$ cat config.mk
export PLATFORM = sky130hd
export DESIGN_NAME = edge_mirror_taps
export DESIGN_NICKNAME = d
export VERILOG_FILES = /design/src/rtl/tapsel_pkg.sv /design/src/rtl/tapsel_req_check.sv /design/src/rtl/tapsel_mirror.sv /design/src/rtl/edge_mirror_taps.sv
export SDC_FILE = /design/constraint.sdc
export NUM_CORES = 1
export LEC_CHECK = 0
export BUFFER_PORTS_ARGS = -buffer_cell sky130_fd_sc_hd__buf_4
export CAP_MARGIN = 20
export CORE_ASPECT_RATIO = 1.25
export CORE_MARGIN = 5
export CORE_UTILIZATION = 40
export CTS_CLUSTER_SIZE = 8
export DETAILED_ROUTE_END_ITERATION = 8
export GPL_TIMING_DRIVEN = 1
export HOLD_SLACK_MARGIN = 0.12
export SYNTH_ARGS = -nofsm -noshare
export SYNTH_HDL_FRONTEND = slang
export SYNTH_SLANG_ARGS = --single-unit
$ cat constraint.sdc
create_clock -name clk_i -period 1.3 [get_ports clk_i]
set_clock_uncertainty 0.05 [all_clocks]
set_input_delay 0.13 -clock clk_i [delete_from_list [all_inputs] [get_ports clk_i]]
set_output_delay 0.13 -clock clk_i [all_outputs]
set_load 0.02 [all_outputs]
$ cat src/rtl/tapsel_pkg.sv
package tapsel_pkg;
  localparam int unsigned NUM_TAPS   = 5;
  localparam int unsigned HALF_TAPS  = NUM_TAPS / 2;
  localparam int unsigned MIN_SEGLEN = 3;
endpackage

$ cat src/rtl/tapsel_req_check.sv
module tapsel_req_check #(
  parameter int unsigned MAX_LEN = 64,
  parameter int unsigned MIN_LEN = 3,
  localparam int unsigned IDX_W  = $clog2(MAX_LEN),
  localparam int unsigned LEN_W  = $clog2(MAX_LEN + 1)
) (
  input  logic             valid_i,
  input  logic [IDX_W-1:0] pos_i,
  input  logic [LEN_W-1:0] len_i,
  output logic             ok_o,
  output logic [IDX_W-1:0] last_o
);
  localparam logic [LEN_W-1:0] LO = LEN_W'(MIN_LEN);
  localparam logic [LEN_W-1:0] HI = LEN_W'(MAX_LEN);

  logic [LEN_W-1:0] pos_ext;
  logic [LEN_W-1:0] last_full;

  assign pos_ext   = LEN_W'(pos_i);
  assign last_full = len_i - LEN_W'(1);
  assign ok_o      = valid_i && (len_i >= LO) && (len_i <= HI) && (pos_ext < len_i);
  assign last_o    = last_full[IDX_W-1:0];
endmodule

$ cat src/rtl/tapsel_mirror.sv
module tapsel_mirror #(
  parameter int unsigned IDX_W  = 6,
  parameter int          OFFSET = 0
) (
  input  logic             en_i,
  input  logic [IDX_W-1:0] pos_i,
  input  logic [IDX_W-1:0] last_i,
  output logic [IDX_W-1:0] tap_o
);
  localparam int unsigned SW = IDX_W + 3;
  localparam logic signed [SW-1:0] OFF_S = SW'(OFFSET);

  logic signed [SW-1:0] raw, last_s, res;

  always_comb begin
    raw    = $signed({3'b000, pos_i}) + OFF_S;
    last_s = $signed({3'b000, last_i});
    if (raw < 0)           res = -raw;
    else if (raw > last_s) res = (last_s <<< 1) - raw;
    else                   res = raw;
    tap_o = res[IDX_W-1:0];
  end


  always_comb begin
    if (en_i) begin
      mirror_range_chk: assert (res >= 0 && res <= last_s)
        else $error("reflected tap out of segment");
    end
  end
endmodule

$ cat src/rtl/edge_mirror_taps.sv
module edge_mirror_taps
  import tapsel_pkg::*;
#(
  parameter int unsigned MAX_LEN = 64,
  localparam int unsigned IDX_W  = $clog2(MAX_LEN),
  localparam int unsigned LEN_W  = $clog2(MAX_LEN + 1),
  localparam int unsigned TAPS_W = NUM_TAPS * IDX_W
) (
  input  logic              clk_i,
  input  logic              rst_ni,
  input  logic              valid_i,
  input  logic [IDX_W-1:0]  pos_i,
  input  logic [LEN_W-1:0]  len_i,
  output logic              valid_o,
  output logic [TAPS_W-1:0] taps_o
);
  logic              req_ok;
  logic [IDX_W-1:0]  last_idx;
  logic [TAPS_W-1:0] taps_d;

  tapsel_req_check #(
    .MAX_LEN(MAX_LEN),
    .MIN_LEN(MIN_SEGLEN)
  ) u_req (
    .valid_i(valid_i),
    .pos_i  (pos_i),
    .len_i  (len_i),
    .ok_o   (req_ok),
    .last_o (last_idx)
  );

  for (genvar k = 0; k < NUM_TAPS; k++) begin : g_tap
    tapsel_mirror #(
      .IDX_W (IDX_W),
      .OFFSET(k - int'(HALF_TAPS))
    ) u_mir (
      .en_i  (req_ok),
      .pos_i (pos_i),
      .last_i(last_idx),
      .tap_o (taps_d[k*IDX_W +: IDX_W])
    );
  end

  always_ff @(posedge clk_i or negedge rst_ni) begin
    if (!rst_ni) begin
      valid_o <= 1'b0;
      taps_o  <= '0;
    end else begin
      valid_o <= req_ok;
      if (req_ok) taps_o <= taps_d;
    end
  end


  valid_latency_chk: assert property (@(posedge clk_i) disable iff (!rst_ni)
    $past(valid_i && len_i >= LEN_W'(MIN_SEGLEN) && len_i <= LEN_W'(MAX_LEN)
          && LEN_W'(pos_i) < len_i) |-> valid_o);


  valid_drop_chk: assert property (@(posedge clk_i) disable iff (!rst_ni)
    !$past(valid_i) |-> !valid_o);


  hold_chk: assert property (@(posedge clk_i) disable iff (!rst_ni)
    !valid_o |-> $stable(taps_o));


  centre_tap_chk: assert property (@(posedge clk_i) disable iff (!rst_ni)
    valid_o |-> taps_o[HALF_TAPS*IDX_W +: IDX_W] == $past(pos_i));


  both_ends_chk: assert property (@(posedge clk_i) disable iff (!rst_ni)
    (valid_o && $past(len_i) == LEN_W'(3) && $past(pos_i) == IDX_W'(1))
    |-> (taps_o[0 +: IDX_W] == taps_o[2*IDX_W +: IDX_W]
         && taps_o[4*IDX_W +: IDX_W] == taps_o[2*IDX_W +: IDX_W]));

  for (genvar k = 0; k < NUM_TAPS; k++) begin : g_bound

    tap_bound_chk: assert property (@(posedge clk_i) disable iff (!rst_ni)
      valid_o |-> LEN_W'(taps_o[k*IDX_W +: IDX_W]) < $past(len_i));
  end
endmodule

==> impl_metrics.py, run 1 <==
metrics = {
    "global_routing": {
        "globalRouteTotalUtil": 0.238,
        "grt_pass1_wl_mm": 20.0,
        "grt_antenna_before_repair": 0,
        "grt_max_degree": 30,
        "overflow": 0,
        "grt_pass1_vias": 4164,
    },
    "timing": {
        "relSlewSlack": 0.744,
        "final.min_clock_period_ps": 2420,
        "finalMaxSlewViolations": 0,
        "tightest_slew_ps": 381,
        "max_freq_ghz": 0.412,
        "fin_crit_sh": 1.86,
        "setup_viol": 29,
        "finalHoldViolations": 0,
        "rsz0062_at_grt": "true",
        "fin_ws_ps": -1120,
        "whs_ps": 247,
    },
    "logic_synthesis": {
        "async_flop_share": 1.00,
        "synth_area_sq_um": 3470,
        "synth_area_leader_cell": "dfrtp_1",
        "synthDistinctLibCells": 61,
        "syn_nets": 482,
        "synth.avg_cell_area_sq_um": 8.42,
        "synth_top_area_frac": 0.209,
        "synthTopCellsByArea": "dfrtp_1 21%, ha_1 19%, xnor2_1 6.3%",
        "yosysWarningCount": 0,
        "ys_seq_area_frac": 0.209,
        "syn_inst": 412,
        "synth-seq-cells": 29,
        "synth_edf_count": 0,
        "ys.flop_type": "dfrtp_1",
    },
    "critical_path": {
        "crit_type": "in -> reg",
        "startpoint_type": "input port",
        "crit_arrival_ps": 2550,
        "crit_path_end_kind": "flip-flop",
        "crit_fanout": 6,
        "cp.required_ps": 1430,
    },
    "clocking": {
        "clk_pin_slew_worst_paths_ps": 60,
        "clock_latency_ps": 280,
        "clockRootBuffer": "clkbuf_8",
        "clkSinkCount": 29,
        "numCtsBuffers": 5,
        "clockBufferDepth": 2,
        "cts_htree_levels": 2,
        "cts_tree": "yes",
    },
    "finish": {
        "final_cell_area_sq_um": 6580,
        "drive_gt1_frac": 0.589,
        "nFillCells": 537,
        "regArea_sq_um": 726,
        "n_antenna_cell": 0,
        "nNetsFinal": 709,
        "area_growth_pct": 89.6,
        "multi_input_area_sq_um": 3450,
    },
    "place": {
        "gp_congestion": 0.929,
        "dpl_cell_area_sq_um": 5230,
        "dpl.hpwl_mm": 9.28,
        "io_buffers": 46,
    },
    "die": {
        "start_util": 0.405,
        "io_pins": 47,
        "die_h_microns": 114,
        "die_area_sq_um": 10600,
        "dieWidth_microns": 93.3,
        "rows": 38,
        "core_sq_um": 8560,
    },
    "route": {
        "via_count": 4195,
        "dr.pass1.iters": 4,
        "ant_nets": 0,
        "drt_iter0_markers": 243,
        "wl_per_cell_microns": 19.5,
        "drc": 0,
        "viasPerCell": 5.67,
        "routed_wl_mm": 14.4,
    },
    "job": {
        "max_cap_viol_count": 0,
    },
    "power_and_ir_drop": {
        "power.total_mw": 6.56,
        "power.density_nw_per_um2": 998,
        "ir_drop_uv": 473,
        "p_leak_nw": 2.99,
    },
    "run_status": {
        "violations": "setup timing",
        "run_status": "finished, violations left",
    },
    "hold_path": {
        "hp-class": "in -> async",
    },
}
==> Yosys cell counts (all sizes together) (10+ instances only) <==
cell type and n:
dfrtp 29, xnor2 25, mux2i 12, a21oi 29, o21a 12, ha 52
a31oi 10, nor2 32, o21ai 17, inv 32, xor2 17, nand2 30
==> area by class of cell <==
type / instances / share of cell area
inverter: 33 / 0.0259
tap: 100 / 0.0190
multi-input combinational: 334 / 0.524
sequential: 29 / 0.110
clock inverter: 1 / 0.000761
clock buffer: 7 / 0.0146
timing repair buffer: 236 / 0.305
==> state kept, by name (all words and copies together) (netlist names) <==
register and flops:
valid_o 1, taps_o 28
==> repair_timing <==
action | 4_1_cts | 5_1_grt
hold endpoints to repair | 29 | 0
hold buffers | 1 | 0
pin swaps | 75 | 60
endpoints found under the setup margin | 29 | 29
cloned | 3 | 0
resized for setup | 88 | 67
setup buffers | 25 | 24
==> report_power, final <==
part	internal (mW)	total [mW]	switching, mW
Clock	0.477	0.821	0.344
Combinational	2.23	4.40	2.18
Sequential	1.18	1.34	0.163
==> path summary, 6_finish.rpt <==
check	start	to	slack [ps]	cells after the start
max reg2reg	taps_o[5]	taps_o[5]	430	2
max in group asynchronous	rst_ni	taps_o[28]	680	2
min	rst_ni	valid_o	250	2
min in group clk_i	pos_i[0]	taps_o[24]	300	4
max	pos_i[1]	taps_o[7]	-1120	13
min reg2reg	taps_o[29]	taps_o[29]	430	2
==> through the flow <==
step           utilization  instances  setup slack, ps  TNS [ps]
2_1_floorplan            -        412            -1190    -28460
3_3_place_gp         0.611        681            -1520    -35720
3_5_place_dp         0.611        681            -1540    -36810
4_1_cts              0.704        718            -1010    -24570
5_1_grt              0.769        740            -1220    -30110
6_report             0.769        740            -1120    -27440
==> routing by layer <==
layer	global-route usage	wire length, microns	up-vias
li1	-	-	1931
met1	0.275	5580	2051
met2	0.436	7440	165
met3	0.0184	693	48
met4	0.117	715	0
met5	0	0	-
==> cells by family (layout without fill, tap and decap cells) <==
family | count (synthesis) | in the layout | share of synthesized area
DFF | 29 | 29 | 0.209
AOI/OAI and AO/OA | 111 | 111 | 0.217
and+or+nand+nor | 111 | 111 | 0.162
buffers and inverters | 49 | 277 | 0.0610
xor gates and xnor gates | 42 | 42 | 0.106
adders and majority gates | 58 | 58 | 0.211
muxes | 12 | 12 | 0.0346
==> critical path: stages <==
cell,delay (ps)
buf_8,80
clkinvlp_4,210
ha_4,380
inv_4,40
ha_4,210
nor2b_4,120
o21ai_2,120
a22oi_2,60
or3_4,400
a211oi_4,390
or3_4,200
o2111ai_2,80
o21a_1,120
==> cells in the final DEF (no fill, tap or decap), types with 16 or more instances in the layout <==
cell type,Yosys,final
ha_1,52,24
ha_4,0,27
a21oi_1,28,21
nor2_1,32,28
xnor2_1,25,16
buf_4,3,197
dfrtp_1,29,29
buf_6,2,27
nand2_1,29,22
inv_1,31,18
(Power assumes the default switching activity.)
==> inputs of run 2 (changes only) <==
--- a/config.mk
+++ b/config.mk
@@ -12,6 +12,7 @@
 export CORE_UTILIZATION = 40
 export CTS_CLUSTER_SIZE = 8
 export DETAILED_ROUTE_END_ITERATION = 8
+export GPL_ROUTABILITY_DRIVEN = 0
 export GPL_TIMING_DRIVEN = 1
 export HOLD_SLACK_MARGIN = 0.12
 export SYNTH_ARGS = -nofsm -noshare
==> constraint.sdc (replaced) <==
create_clock -name clk_i -period 1.3 [get_ports clk_i]
set_clock_uncertainty 0.05 [all_clocks]
set_input_delay 0.13 -clock clk_i [delete_from_list [all_inputs] [get_ports clk_i]]
set_output_delay 0.13 -clock clk_i [all_outputs]
set_load 0.05 [all_outputs]
==> run 2 against run 1 <==
The flow still finishes with violations (setup timing). Non-clock buffer count decreased by 3. Cell count decreased by 0.41%. Core utilization decreased by 0.92 points. Sequential share of layout area increased by 0.13 points. Final area decreased by 1.2%. First-iteration DRC count increased by 24%. Wire length decreased by 1.5%. Register-to-register slack about the same.
==> impl_metrics.py, run 2 (same netlist as run 1, synthesis figures left out) <==
metrics = {
    "global_routing": {
        "overflow": 0,
        "grt_pass1_wl_mm": 19.9,
        "grt_pass1_vias": 4052,
        "globalRouteTotalUtil": 0.238,
        "grt_max_degree": 30,
        "grt_antenna_before_repair": 0,
    },
    "critical_path": {
        "crit_type": "in -> reg",
        "r2r_setup_slack_ps": 430,
        "r2r-end": "taps_o[5]",
        "r2r-start": "taps_o[5]",
        "r2r_cells": 2,
        "cp.required_ps": 1410,
        "startpoint_type": "input port",
        "crit_path_end_kind": "flip-flop",
        "crit_arrival_ps": 2540,
        "crit_fanout": 6,
    },
    "die": {
        "rows": 38,
        "dieWidth_microns": 93.3,
        "die_h_microns": 114,
        "io_pins": 47,
        "start_util": 0.405,
        "die_area_sq_um": 10600,
        "core_sq_um": 8560,
    },
    "timing": {
        "tightest_slew_ps": 528,
        "max_freq_ghz": 0.413,
        "fin_ws_ps": -1120,
        "finalMaxSlewViolations": 0,
        "final.min_clock_period_ps": 2420,
        "setup_viol": 29,
        "relSlewSlack": 0.646,
        "finalHoldViolations": 0,
        "fin_crit_sh": 1.86,
        "rsz0062_at_grt": "true",
        "tns_ps": -28260,
    },
    "clocking": {
        "clockRootBuffer": "clkbuf_8",
        "clockBufferDepth": 2,
        "clk_pin_slew_worst_paths_ps": 60,
        "cts_htree_levels": 2,
        "cts_tree": "yes",
        "numCtsBuffers": 5,
        "clock_latency_ps": 280,
        "clkSinkCount": 29,
    },
    "route": {
        "drc": 0,
        "wl_per_cell_microns": 19.3,
        "routed_wl_mm": 14.2,
        "ant_nets": 0,
        "drt_iter0_markers": 302,
        "viasPerCell": 5.61,
        "dr.pass1.iters": 5,
        "via_count": 4132,
    },
    "power_and_ir_drop": {
        "p_sw_mw": 3.32,
        "power.total_mw": 7.09,
        "p_comb_frac": 0.712,
        "intPower_mw": 3.76,
        "p_leak_nw": 2.98,
        "pwr-share-seq": 0.189,
        "ir_drop_uv": 546,
        "power.density_nw_per_um2": 1090,
        "power.share.switching": 0.469,
        "pwr-share-clk": 0.099,
    },
    "finish": {
        "nNetsFinal": 706,
        "final_cell_mix": "196 x buf_4, 32 x ha_1, 29 x dfrtp_1",
        "nFillCells": 578,
        "reg.largest.list": "taps_o (28), valid_o (1)",
        "final_common_cell": "buf_4",
        "largest_register": "taps_o",
        "final_cell_area_sq_um": 6500,
        "area_growth_pct": 87.4,
        "final-instance-count-excl-fill": 737,
        "largest_register_ffs": 28,
        "n_antenna_cell": 0,
        "drive_gt1_frac": 0.568,
    },
    "place": {
        "dpl_cell_area_sq_um": 5240,
        "io_buffers": 46,
        "dpl.hpwl_mm": 9.41,
        "place_inst": 681,
    },
    "run_status": {
        "run_status": "finished, violations left",
        "violations": "setup timing",
    },
    "hold_path": {
        "hp-class": "in -> async",
    },
    "job": {
        "max_cap_viol_count": 0,
    },
}
## run 2: layout make-up
class	count	area (sq um)	area share
clock buffer	6	72.6	0.0112
clock inverter	2	10.0	0.00154
inverter	33	168	0.0258
multi-input combinational	334	3390	0.521
sequential	29	726	0.112
tap	100	125	0.0193
timing repair buffer	233	2010	0.309
## run 2: power groups by stage
stage	Combinational [mW]	Clock, mW	Sequential, mW
floorplan	1.64	0	2.31
global placement	4.01	0	1.33
detailed placement	4.08	0	1.35
CTS	4.51	0.712	1.34
global route	5.33	0.746	1.38
finish	5.05	0.700	1.34
## run 2: worst max path at each step
stage                   from          to  slack (ps)  cells after the start
floorplan           len_i[0]   taps_o[5]       -1190                      9
global placement    len_i[0]  taps_o[20]       -1460                     12
detailed placement  pos_i[1]  taps_o[20]       -1450                     13
CTS                 len_i[0]  taps_o[20]       -1020                     12
global route        pos_i[1]  taps_o[11]       -1240                     15
finish              pos_i[1]   taps_o[5]       -1120                     13
## run 2: metal layers
| layer | global-route usage | up-vias | routed length (microns) |
|---|---|---|---|
| met5 | 0 | - | 0 |
| met4 | 0.121 | 0 | 620 |
| met3 | 0.0302 | 46 | 674 |
| met2 | 0.428 | 164 | 7370 |
| met1 | 0.274 | 2007 | 5550 |
| li1 | - | 1915 | - |
## run 2: metrics by stage
stage                     utilization  worst slack [ps]  hold WS [ps]
after floorplan                     -             -1190          -216
after global routing            0.759             -1240           298
after CTS                       0.694             -1020           266
final                           0.759             -1120           256
after detailed placement        0.613             -1450          20.0
after global placement          0.613             -1460          17.4
## run 2: timing repair
item | in CTS | in global routing
gates cloned | 2 | 1
gates resized for setup | 81 | 66
pin swaps | 61 | 57
hold endpoints to repair | 29 | 0
setup endpoints to repair | 29 | 29
buffers inserted | 21 | 28
hold buffers | 1 | 0
## run 2: worst max-delay path, stage by stage
cell,delay [ps]
buf_8,100
buf_4,130
buf_12,130
nor3_2,240
xnor2_1,210
ha_4,340
nand4_1,150
o32a_4,280
a21oi_4,210
buf_4,150
o21ai_2,50
nor3b_1,130
o31a_1,280
